## src/rtl/sram_ctl_pkg.sv

```systemverilog
package sram_ctl_pkg;

    typedef enum logic [2:0] {
        ST_IDLE,
        ST_RD_ACC,
        ST_RD_TURN,
        ST_WR_SET,
        ST_WR_PULSE,
        ST_WR_REC
    } seq_state_e;

    typedef struct packed {
        logic cs_n;
        logic oe_n;
        logic we_n;
        logic dq_oe;
    } strobe_t;

    localparam strobe_t STRB_IDLE = '{cs_n: 1'b1, oe_n: 1'b1, we_n: 1'b1, dq_oe: 1'b0};

    function automatic int cycles_for(input int t_ps, input int clk_ps);
        if (t_ps <= 0) return 0;
        return (t_ps + clk_ps - 1) / clk_ps;
    endfunction

    function automatic int max2(input int a, input int b);
        return (a > b) ? a : b;
    endfunction

    function automatic strobe_t strobes_for(input seq_state_e s);
        strobe_t r;
        r = STRB_IDLE;
        case (s)
            ST_RD_ACC: begin
                r.cs_n = 1'b0;
                r.oe_n = 1'b0;
            end
            ST_WR_SET: begin
                r.cs_n  = 1'b0;
                r.dq_oe = 1'b1;
            end
            ST_WR_PULSE: begin
                r.cs_n  = 1'b0;
                r.we_n  = 1'b0;
                r.dq_oe = 1'b1;
            end
            default: r = STRB_IDLE;
        endcase
        return r;
    endfunction

endpackage

```

## src/rtl/sram_ctl_timer.sv

```systemverilog
module sram_ctl_timer #(
    parameter int CNT_W = 3
) (
    input  logic             clk,
    input  logic             rst,
    input  logic             load,
    input  logic [CNT_W-1:0] load_val,
    output logic             expired
);
    logic [CNT_W-1:0] cnt_q;

    always_ff @(posedge clk) begin
        if (rst) begin
            cnt_q <= '0;
        end else if (load) begin
            cnt_q <= load_val;
        end else if (cnt_q != '0) begin
            cnt_q <= cnt_q - 1'b1;
        end
    end

    assign expired = (cnt_q == '0);
endmodule

```

## src/rtl/sram_ctl_seq.sv

```systemverilog
module sram_ctl_seq
    import sram_ctl_pkg::*;
#(
    parameter int CNT_W    = 3,
    parameter int RD_CYC   = 3,
    parameter int TURN_CYC = 2,
    parameter int SET_CYC  = 1,
    parameter int WP_CYC   = 2,
    parameter int REC_CYC  = 1
) (
    input  logic             clk,
    input  logic             rst,
    input  logic             req_valid,
    input  logic             req_write,
    input  logic             tmr_expired,
    output logic             tmr_load,
    output logic [CNT_W-1:0] tmr_val,
    output logic             accept,
    output logic             capture,
    output logic             req_ready,
    output strobe_t          strb
);
    seq_state_e state_q, state_d;

    always_comb begin
        state_d  = state_q;
        tmr_load = 1'b0;
        tmr_val  = '0;
        capture  = 1'b0;
        accept   = 1'b0;
        case (state_q)
            ST_IDLE: begin
                if (req_valid) begin
                    accept   = 1'b1;
                    tmr_load = 1'b1;
                    if (req_write) begin
                        state_d = ST_WR_SET;
                        tmr_val = CNT_W'(SET_CYC - 1);
                    end else begin
                        state_d = ST_RD_ACC;
                        tmr_val = CNT_W'(RD_CYC - 1);
                    end
                end
            end
            ST_RD_ACC: begin
                if (tmr_expired) begin
                    capture  = 1'b1;
                    state_d  = ST_RD_TURN;
                    tmr_load = 1'b1;
                    tmr_val  = CNT_W'(TURN_CYC - 1);
                end
            end
            ST_RD_TURN: begin
                if (tmr_expired) state_d = ST_IDLE;
            end
            ST_WR_SET: begin
                if (tmr_expired) begin
                    state_d  = ST_WR_PULSE;
                    tmr_load = 1'b1;
                    tmr_val  = CNT_W'(WP_CYC - 1);
                end
            end
            ST_WR_PULSE: begin
                if (tmr_expired) begin
                    state_d  = ST_WR_REC;
                    tmr_load = 1'b1;
                    tmr_val  = CNT_W'(REC_CYC - 1);
                end
            end
            ST_WR_REC: begin
                if (tmr_expired) state_d = ST_IDLE;
            end
            default: state_d = ST_IDLE;
        endcase
    end

    always_ff @(posedge clk) begin
        if (rst) begin
            state_q <= ST_IDLE;
            strb    <= STRB_IDLE;
        end else begin
            state_q <= state_d;
            strb    <= strobes_for(state_d);
        end
    end

    assign req_ready = (state_q == ST_IDLE);
endmodule

```

## src/rtl/sram_ctl_dpath.sv

```systemverilog
module sram_ctl_dpath #(
    parameter int ADDR_W = 20,
    parameter int DATA_W = 4
) (
    input  logic              clk,
    input  logic              rst,
    input  logic              accept,
    input  logic              capture,
    input  logic [ADDR_W-1:0] req_addr,
    input  logic [DATA_W-1:0] req_wdata,
    input  logic [DATA_W-1:0] mem_dq_in,
    output logic [ADDR_W-1:0] addr_q,
    output logic [DATA_W-1:0] wdata_q,
    output logic              rsp_valid,
    output logic [DATA_W-1:0] rsp_rdata
);
    always_ff @(posedge clk) begin
        if (rst) begin
            addr_q    <= '0;
            wdata_q   <= '0;
            rsp_valid <= 1'b0;
            rsp_rdata <= '0;
        end else begin
            rsp_valid <= capture;
            if (accept) begin
                addr_q  <= req_addr;
                wdata_q <= req_wdata;
            end
            if (capture) rsp_rdata <= mem_dq_in;
        end
    end
endmodule

```

## src/rtl/sram_ctl.sv

```systemverilog
module sram_ctl
    import sram_ctl_pkg::*;
#(
    parameter int ADDR_W    = 20,
    parameter int DATA_W    = 4,
    parameter int CLK_PS    = 4000,
    parameter int T_RC_PS   = 12000,
    parameter int T_AA_PS   = 12000,
    parameter int T_OE_PS   = 6000,
    parameter int T_HZ_PS   = 6000,
    parameter int T_WC_PS   = 12000,
    parameter int T_WP_PS   = 8000,
    parameter int T_AW_PS   = 8000,
    parameter int T_DW_PS   = 6000,
    parameter int T_AS_PS   = 0,
    parameter int T_WR_PS   = 0
) (
    input  logic              clk,
    input  logic              rst,
    input  logic              req_valid,
    output logic              req_ready,
    input  logic              req_write,
    input  logic [ADDR_W-1:0] req_addr,
    input  logic [DATA_W-1:0] req_wdata,
    output logic              rsp_valid,
    output logic [DATA_W-1:0] rsp_rdata,
    output logic [ADDR_W-1:0] mem_addr,
    output logic              mem_cs_n,
    output logic              mem_oe_n,
    output logic              mem_we_n,
    output logic [DATA_W-1:0] mem_dq_out,
    output logic              mem_dq_oe,
    input  logic [DATA_W-1:0] mem_dq_in
);
    localparam int RD_CYC   = max2(1, max2(max2(cycles_for(T_AA_PS, CLK_PS),
                                                cycles_for(T_RC_PS, CLK_PS)),
                                           cycles_for(T_OE_PS, CLK_PS)));
    localparam int TURN_CYC = max2(1, cycles_for(T_HZ_PS, CLK_PS));
    localparam int SET_CYC  = max2(1, cycles_for(T_AS_PS, CLK_PS));
    localparam int WP_CYC   = max2(1, max2(max2(cycles_for(T_WP_PS, CLK_PS),
                                                cycles_for(T_DW_PS, CLK_PS)),
                                           cycles_for(T_AW_PS, CLK_PS) - SET_CYC));
    localparam int REC_CYC  = max2(max2(1, cycles_for(T_WR_PS, CLK_PS)),
                                   cycles_for(T_WC_PS, CLK_PS) - SET_CYC - WP_CYC);
    localparam int MAX_CYC  = max2(max2(RD_CYC, TURN_CYC),
                                   max2(max2(SET_CYC, WP_CYC), REC_CYC));
    localparam int CNT_W    = max2(1, $clog2(MAX_CYC + 1));

    logic             tmr_load, tmr_expired, accept, capture;
    logic [CNT_W-1:0] tmr_val;
    strobe_t          strb;
    logic [DATA_W-1:0] wdata_q;

    sram_ctl_timer #(.CNT_W(CNT_W)) u_timer (
        .clk      (clk),
        .rst      (rst),
        .load     (tmr_load),
        .load_val (tmr_val),
        .expired  (tmr_expired)
    );

    sram_ctl_seq #(
        .CNT_W    (CNT_W),
        .RD_CYC   (RD_CYC),
        .TURN_CYC (TURN_CYC),
        .SET_CYC  (SET_CYC),
        .WP_CYC   (WP_CYC),
        .REC_CYC  (REC_CYC)
    ) u_seq (
        .clk         (clk),
        .rst         (rst),
        .req_valid   (req_valid),
        .req_write   (req_write),
        .tmr_expired (tmr_expired),
        .tmr_load    (tmr_load),
        .tmr_val     (tmr_val),
        .accept      (accept),
        .capture     (capture),
        .req_ready   (req_ready),
        .strb        (strb)
    );

    sram_ctl_dpath #(.ADDR_W(ADDR_W), .DATA_W(DATA_W)) u_dpath (
        .clk       (clk),
        .rst       (rst),
        .accept    (accept),
        .capture   (capture),
        .req_addr  (req_addr),
        .req_wdata (req_wdata),
        .mem_dq_in (mem_dq_in),
        .addr_q    (mem_addr),
        .wdata_q   (wdata_q),
        .rsp_valid (rsp_valid),
        .rsp_rdata (rsp_rdata)
    );

    assign mem_cs_n   = strb.cs_n;
    assign mem_oe_n   = strb.oe_n;
    assign mem_we_n   = strb.we_n;
    assign mem_dq_oe  = strb.dq_oe;
    assign mem_dq_out = wdata_q;
endmodule

```

## config.mk

```make
export PLATFORM = sky130hd
export DESIGN_NAME = sram_ctl
export DESIGN_NICKNAME = d
export VERILOG_FILES = /design/src/rtl/sram_ctl_pkg.sv /design/src/rtl/sram_ctl_timer.sv /design/src/rtl/sram_ctl_seq.sv /design/src/rtl/sram_ctl_dpath.sv /design/src/rtl/sram_ctl.sv
export SDC_FILE = /design/constraint.sdc
export NUM_CORES = 1
export LEC_CHECK = 0
export BUFFER_PORTS_ARGS = -buffer_cell sky130_fd_sc_hd__buf_2
export CELL_PAD_IN_SITES_DETAIL_PLACEMENT = 1
export CELL_PAD_IN_SITES_GLOBAL_PLACEMENT = 1
export CORE_MARGIN = 10
export CORE_UTILIZATION = 32
export DETAILED_ROUTE_END_ITERATION = 8
export PLACE_DENSITY = 0.75
export SLEW_MARGIN = 5
export SYNTH_ARGS = -nofsm -noshare
export SYNTH_HDL_FRONTEND = slang
export SYNTH_SLANG_ARGS = --single-unit
```

## constraint.sdc

```tcl
create_clock -name clk -period 1.58 [get_ports clk]
set_input_delay 0 -clock clk [delete_from_list [all_inputs] [get_ports clk]]
set_output_delay 0 -clock clk [all_outputs]
set_load 0.01 [all_outputs]
```

==> results of run 1 <==
==> layout by cell type (no fill, tap or decap) <==
cell type / synthesis / final
sky130_fd_sc_hd__o22ai_1: 1 / 1
sky130_fd_sc_hd__buf_2: 4 / 65
sky130_fd_sc_hd__dfxtp_2: 0 / 1
sky130_fd_sc_hd__buf_4: 1 / 7
sky130_fd_sc_hd__nor2b_2: 0 / 1
sky130_fd_sc_hd__nor2b_1: 2 / 1
sky130_fd_sc_hd__inv_1: 3 / 3
sky130_fd_sc_hd__nor2_1: 9 / 9
sky130_fd_sc_hd__xnor2_1: 1 / 1
sky130_fd_sc_hd__and3b_1: 1 / 1
sky130_fd_sc_hd__nand2_1: 57 / 57
sky130_fd_sc_hd__nand3b_1: 2 / 2
sky130_fd_sc_hd__a21oi_1: 30 / 30
sky130_fd_sc_hd__nor3_4: 2 / 2
sky130_fd_sc_hd__mux2_2: 1 / 1
sky130_fd_sc_hd__dfxtp_1: 38 / 37
sky130_fd_sc_hd__o41ai_1: 1 / 1
sky130_fd_sc_hd__mux2i_1: 4 / 4
sky130_fd_sc_hd__nor3_2: 0 / 1
sky130_fd_sc_hd__and2_1: 1 / 1
sky130_fd_sc_hd__nor4_1: 1 / 1
sky130_fd_sc_hd__dlygate4sd3_1: 0 / 28
sky130_fd_sc_hd__a2bb2oi_1: 1 / 1
sky130_fd_sc_hd__o21ai_1: 0 / 1
sky130_fd_sc_hd__clkbuf_8: 0 / 6
sky130_fd_sc_hd__o21ai_0: 2 / 1
sky130_fd_sc_hd__ha_1: 1 / 1
==> where the power goes <==
group	switching, uW	leakage [uW]	internal (uW)
clock network	308	0.0000431	336
logic	523	0.000631	434
registers	87.4	0.000312	1110
==> state kept, by name, indices dropped and copies added, names as in the netlist <==
register           cells
u_timer.cnt_q          2
u_dpath.wdata_q        4
u_dpath.rsp_rdata      4
u_seq.state_q          3
u_dpath.rsp_valid      1
u_seq.strb             4
u_dpath.addr_q        20
==> area by class of cell <==
class	count	area, um^2	area share [%]
clock buffer	6	82.6	3.79
inverter	3	11.3	0.517
timing repair buffer	100	658	30.2
tap	52	65.1	2.99
multi-input combinational	118	598	27.5
sequential	38	762	35.0
==> cell families (layout without fill, tap and decap cells) <==
family / count (synthesis) / after routing / synth area share (%)
fa+ha+maj: 1 / 1 / 0.869
simple gates: 76 / 76 / 23.2
mux: 5 / 5 / 3.57
flops: 38 / 38 / 52.9
xor+xnor: 1 / 1 / 0.609
buf+inv: 15 / 109 / 6.09
compound gates: 35 / 35 / 12.8
==> stage by stage <==
| step | setup slack (ns) | hold slack [ns] | util [%] |
|---|---|---|---|
| final | 0.173 | 0.0812 | 50.0 |
| after global routing | 0.0159 | 0.147 | 50.0 |
| after CTS | 0.0613 | 0.0796 | 49.8 |
| after detailed placement | 0.106 | 0.249 | 41.5 |
| after floorplan | 0.187 | 0.136 | - |
| after global placement | 0.189 | 0.235 | 41.5 |
==> per-layer routing <==
layer  wire [um]  GRT usage [%]
met1        1870           13.3
met2        2290           21.2
met3         373           4.96
met4          69           4.86
met5           0              0
==> worst max-delay path: stages (launching register included) <==
cell	delay (ns)
sky130_fd_sc_hd__dfxtp_1	0.32
sky130_fd_sc_hd__inv_1	0.06
sky130_fd_sc_hd__ha_1	0.19
sky130_fd_sc_hd__nand2_1	0.15
sky130_fd_sc_hd__nor3_4	0.28
sky130_fd_sc_hd__mux2i_1	0.23
sky130_fd_sc_hd__nor2_1	0.05
==> what timing repair did <==
| action | in CTS | in global routing |
|---|---|---|
| resized for setup | 0 | 4 |
| hold endpoints to repair | 28 | 0 |
| setup endpoints to repair | 0 | 4 |
| hold buffers | 28 | 0 |
==> final timing paths <==
check / start / end / slack (ns)
setup reg to reg: u_timer.cnt_q[0] / u_dpath.rsp_rdata[1] / 0.17
setup / recovery: u_timer.cnt_q[0] / u_dpath.rsp_rdata[1] / 0.17
hold reg to reg: u_dpath.addr_q[16] / u_dpath.addr_q[16] / 0.45
hold / removal: req_write / u_timer.cnt_q[1] / 0.08
==> flow_summary.rst, run 1 <==
.. list-table::
   :header-rows: 1

   * - Metric
     - Value
   * - Run status
     - finished, final reports clean
   * - Cell type contributing the most total cell area after synthesis
     - sky130_fd_sc_hd__dfxtp_1
   * - Main synth FF type
     - sky130_fd_sc_hd__dfxtp_1
   * - Netlist Area Pre-Place
     - 1440 um^2
   * - Setup repair bufs after CTS
     - 0
   * - First-pass detailed-route iteration total
     - 4
   * - Pin slew with the least headroom to its limit
     - 0.470 ns
   * - Total via count in the routed design
     - 1471
   * - Startpoint type of the worst setup path
     - flip-flop
   * - Final antenna diode count
     - 0
   * - Post-synthesis register bit count
     - 38
   * - Final hold violation count
     - 0
   * - Number of clock sinks
     - 38
   * - IO buf count
     - 65
   * - Register area share after synthesis
     - 52.9%
   * - Antenna violations before repair
     - 0
   * - Wire length of the first global-routing pass
     - 7600 um
   * - TritonCTS clock tree
     - yes
   * - Fmax
     - 711 MHz
   * - Number of cells in the design after placement
     - 283
   * - Full die area
     - 7580 um^2
   * - Clock slew seen by the registers of the worst setup and hold paths
     - 0.07 ns
   * - Maximum vdd ir drop
     - 531 uV
   * - Count of flip-flops with a built-in enable after synthesis
     - 0
   * - Core outline area
     - 4350 um^2
   * - Most instantiated library cell after synthesis
     - sky130_fd_sc_hd__nand2_1
   * - Placed Area
     - 1810 um^2
   * - First DRT Iteration DRCs
     - 53
   * - Ranking of synthesized cells by instance count
     - sky130_fd_sc_hd__nand2_1, sky130_fd_sc_hd__dfxtp_1, sky130_fd_sc_hd__a21oi_1
   * - Area fraction of the dominant cell type after synthesis
     - 52.9%
   * - Level count of the clock H-tree
     - 2
   * - Initial Util
     - 33.0%
   * - P&R area growth vs syn
     - 51.3%
   * - Total Routed Length
     - 4600 um
   * - Number of endpoints failing setup at the final stage
     - 0
   * - Final period utilization
     - 89.0%
   * - Post-DP HPWL
     - 3160 um
   * - Synth async-reset ratio
     - 0%
   * - Root buffer cell
     - sky130_fd_sc_hd__clkbuf_8
   * - Global placement routability congestion
     - 0.741
   * - Final routed DRC violation total
     - 0
   * - Fraction of layout cells with a size suffix above 1
     - 31.7%
   * - Width of the die
     - 87.1 um
   * - Largest buffer count on any clock path
     - 2
   * - Path depth of the worst reg2reg path
     - 6
   * - Mean area per synthesized cell
     - 8.41 um^2
   * - Number of instances in the synthesized netlist
     - 171
   * - Class of the tightest hold or removal check
     - primary input to flip-flop
   * - Max-cap violation count
     - 0
   * - CTS Buf Count
     - 5
   * - Vias per cell
     - 4.64
   * - Final global-route overflow total
     - 0
   * - Die height
     - 87.1 um
   * - Setup Crit Path Kind
     - flip-flop to flip-flop
   * - Syn nets
     - 204
   * - Residual antenna-violating net count after detailed routing
     - 0
   * - Pins over their slew limit
     - 0
   * - Largest net degree at the start of global routing
     - 26
   * - Arrival time reported for the critical path endpoint
     - 1.57 ns
   * - Clock Latency Late Sink
     - 0.28 ns
   * - Power per standard cell area
     - 1290 nW/um^2
   * - Crit Path Max Fanout
     - 4
   * - Total design power
     - 2800 uW
   * - Rows
     - 24
   * - Synthesis warning total
     - 0
   * - Post-Layout Cell Count
     - 317
   * - Total Nets Final
     - 299
   * - Layout Skew
     - 0.00422 ns
   * - Data required time of the worst path
     - 1.74 ns
   * - Setup TNS
     - 0 ns
   * - Worst hold stages
     - 3
   * - Post-route design area
     - 2180 um^2
   * - Count of filler cells inserted in the layout
     - 509
   * - Reported leakage power
     - 0.000986 uW
   * - Vias in the first global route
     - 1622
   * - Unrepaired setup endpoints after global routing
     - false
   * - Number of different library cells in the post-synthesis netlist
     - 24
   * - DR WL/cell
     - 14.5 um
   * - Top-Level Pins
     - 66
   * - Min Tclk post-route
     - 1.41 ns
   * - Nature of the critical path endpoint
     - flip-flop
   * - Most area-consuming cells after synthesis
     - sky130_fd_sc_hd__dfxtp_1, sky130_fd_sc_hd__nand2_1, sky130_fd_sc_hd__a21oi_1
   * - GRT Total Usage
     - 12.4%
   * - Relative slew slack
     - 68.7%
Note: power is estimated with default switching activity, not from simulation.
==> run 2: changes to the inputs <==
--- a/config.mk
+++ b/config.mk
@@ -11,6 +11,7 @@
 export CORE_MARGIN = 10
 export CORE_UTILIZATION = 32
 export DETAILED_ROUTE_END_ITERATION = 8
+export HOLD_SLACK_MARGIN = 0.08
 export PLACE_DENSITY = 0.75
 export SLEW_MARGIN = 5
 export SYNTH_ARGS = -nofsm -noshare
==> constraint.sdc (replaced) <==
create_clock -name clk -period 1.5 [get_ports clk]
set_input_delay 0 -clock clk [delete_from_list [all_inputs] [get_ports clk]]
set_output_delay 0 -clock clk [all_outputs]
set_load 0.01 [all_outputs]
==> flow_summary.rst, run 2 (synthesized netlist as in run 1, its figures left out) <==
.. list-table::
   :header-rows: 1

   * - Metric
     - Value
   * - First-pass detailed-route iteration total
     - 4 (unchanged)
   * - TritonCTS clock tree
     - yes
   * - Final period utilization
     - 93.8% (+4.7 points)
   * - Pins over their slew limit
     - 0 (unchanged)
   * - Largest buffer count on any clock path
     - 2 (unchanged)
   * - Relative slew slack
     - 76.2% (+7.5 points)
   * - Largest net degree at the start of global routing
     - 24 (-7.7%)
   * - Top register by number of flip-flops
     - u_dpath.addr_q
   * - Max FFs per register
     - 20 (unchanged)
   * - Post-Layout Cell Count
     - 319 (+0.63%)
   * - Min Tclk post-route
     - 1.41 ns (-0.000311 ns)
   * - Startpoint type of the worst setup path
     - flip-flop
   * - DR WL/cell
     - 15.0 um (+3.5%)
   * - Number of clock sinks
     - 38 (unchanged)
   * - Antenna violations before repair
     - 0 (unchanged)
   * - Wire length of the first global-routing pass
     - 7780 um (+2.5%)
   * - Final hold violation count
     - 0 (unchanged)
   * - Level count of the clock H-tree
     - 2 (unchanged)
   * - Initial Util
     - 33.0% (unchanged)
   * - Post-DP HPWL
     - 3220 um (+1.8%)
   * - Rows
     - 24 (unchanged)
   * - Clock Latency Late Sink
     - 0.28 ns (about the same)
   * - Number of endpoints failing setup at the final stage
     - 0 (unchanged)
   * - First DRT Iteration DRCs
     - 27 (-49%)
   * - Setup slack after placement
     - -0.0188 ns (-0.125 ns)
   * - Final antenna diode count
     - 0 (unchanged)
   * - Total design power
     - 3000 uW (+7.2%)
   * - Final routed DRC violation total
     - 0 (unchanged)
   * - GRT Total Usage
     - 12.6% (+0.24 points)
   * - Width of the die
     - 87.1 um (unchanged)
   * - Reported leakage power
     - 0.000994 uW (+0.85%)
   * - Clock slew seen by the registers of the worst setup and hold paths
     - 0.07 ns (about the same)
   * - CTS Buf Count
     - 5 (unchanged)
   * - Vias per cell
     - 4.64 (about the same)
   * - Final global-route overflow total
     - 0 (unchanged)
   * - Layout Skew
     - 0.00442 ns (+0.000196 ns)
   * - Residual antenna-violating net count after detailed routing
     - 0 (unchanged)
   * - Vias in the first global route
     - 1651 (+1.8%)
   * - Post-route design area
     - 2210 um^2 (+1.4%)
   * - IO buf count
     - 65 (unchanged)
   * - Fraction of layout cells with a size suffix above 1
     - 32.2% (+0.51 points)
   * - Number of cells in the design after placement
     - 284 (+0.35%)
   * - Total via count in the routed design
     - 1479 (+0.54%)
   * - Max-cap violation count
     - 0 (unchanged)
   * - Nature of the critical path endpoint
     - flip-flop
   * - Arrival time reported for the critical path endpoint
     - 1.57 ns (about the same)
   * - Crit Path Max Fanout
     - 6 (+2)
   * - Maximum vdd ir drop
     - 635 uV (+20%)
   * - Setup TNS
     - 0 ns (unchanged)
   * - Run status
     - finished, final reports clean
   * - Core outline area
     - 4350 um^2 (unchanged)
   * - Top library cells by usage in the layout, fill and taps aside
     - sky130_fd_sc_hd__buf_2, sky130_fd_sc_hd__nand2_1, sky130_fd_sc_hd__dfxtp_1
   * - Most common cell after layout, fill and taps aside
     - sky130_fd_sc_hd__buf_2
   * - Power per standard cell area
     - 1360 nW/um^2 (+5.7%)
   * - Global placement routability congestion
     - 0.773 (+4.3%)
   * - Root buffer cell
     - sky130_fd_sc_hd__clkbuf_8
   * - Setup Crit Path Kind
     - flip-flop to flip-flop
   * - Data required time of the worst path
     - 1.66 ns (-0.08 ns)
   * - Total Nets Final
     - 300 (+0.33%)
   * - Full die area
     - 7580 um^2 (unchanged)
   * - Die height
     - 87.1 um (unchanged)
   * - P&R area growth vs syn
     - 53.5%
   * - Top-Level Pins
     - 66 (unchanged)
   * - Total Routed Length
     - 4790 um (+4.2%)
   * - Placed Area
     - 1830 um^2 (+1.1%)
   * - Fmax
     - 711 MHz (about the same)
   * - Pin slew with the least headroom to its limit
     - 0.357 ns (-0.113 ns)
   * - Setup ws final
     - 0.0937 ns (-0.0797 ns)
   * - Class of the tightest hold or removal check
     - primary input to flip-flop
-- run 2: metal layers --
layer  up-vias  track usage [%]  share of wire, %
li1        744                -                 -
met1       686             13.4                40
met2        44             22.9                52
met3         5             3.75               6.8
met4         0             4.86               1.4
met5         -                0                 0
-- run 2: area by class of cell --
type	count	area [um^2]
clock buffer	6	72.6
clock inverter	1	7.51
fill	531	2150
inverter	3	11.3
multi-input combinational	118	613
sequential	38	761
tap	52	65.1
timing repair buffer	101	678
-- run 2: worst paths after layout --
kind                            from              endpoint  slack [ns]  cells past startpoint
setup / recovery    u_timer.cnt_q[1]  u_dpath.rsp_rdata[3]        0.09                      6
hold / removal             req_write      u_timer.cnt_q[1]        0.09                      3
setup reg to reg    u_timer.cnt_q[1]  u_dpath.rsp_rdata[3]        0.09                      6
hold reg to reg   u_dpath.addr_q[13]    u_dpath.addr_q[13]        0.45                      2
-- run 2: power by group --
| part | total [uW] | leakage (uW) | internal, uW | switching, uW |
|---|---|---|---|---|
| combinational | 1080 | 0.000646 | 496 | 586 |
| clock | 664 | 0.0000373 | 319 | 345 |
| sequential | 1260 | 0.000311 | 1170 | 87.0 |
-- run 2: worst max-delay path: stages, from the launching register on --
cell and delay [ns]:
sky130_fd_sc_hd__dfxtp_1 0.31, sky130_fd_sc_hd__inv_1 0.09, sky130_fd_sc_hd__ha_4 0.16, sky130_fd_sc_hd__nand2_2 0.10
sky130_fd_sc_hd__nor3_4 0.33, sky130_fd_sc_hd__mux2i_1 0.24, sky130_fd_sc_hd__nor2_1 0.06
-- run 2: metrics by stage --
step | hold WS [ns] | util, %
6_report | 0.0927 | 50.7
5_1_grt | 0.110 | 50.7
4_1_cts | 0.0828 | 50.2
3_5_place_dp | 0.244 | 41.9
3_3_place_gp | 0.233 | 41.9
2_1_floorplan | 0.136 | -
-- run 2: timing repair --
action	4_1_cts	5_1_grt
setup buffers	0	0
pin swaps	1	1
endpoints found under the setup margin	1	9
resized for setup	1	5
hold endpoints to repair	28	0
hold buffers	28	0
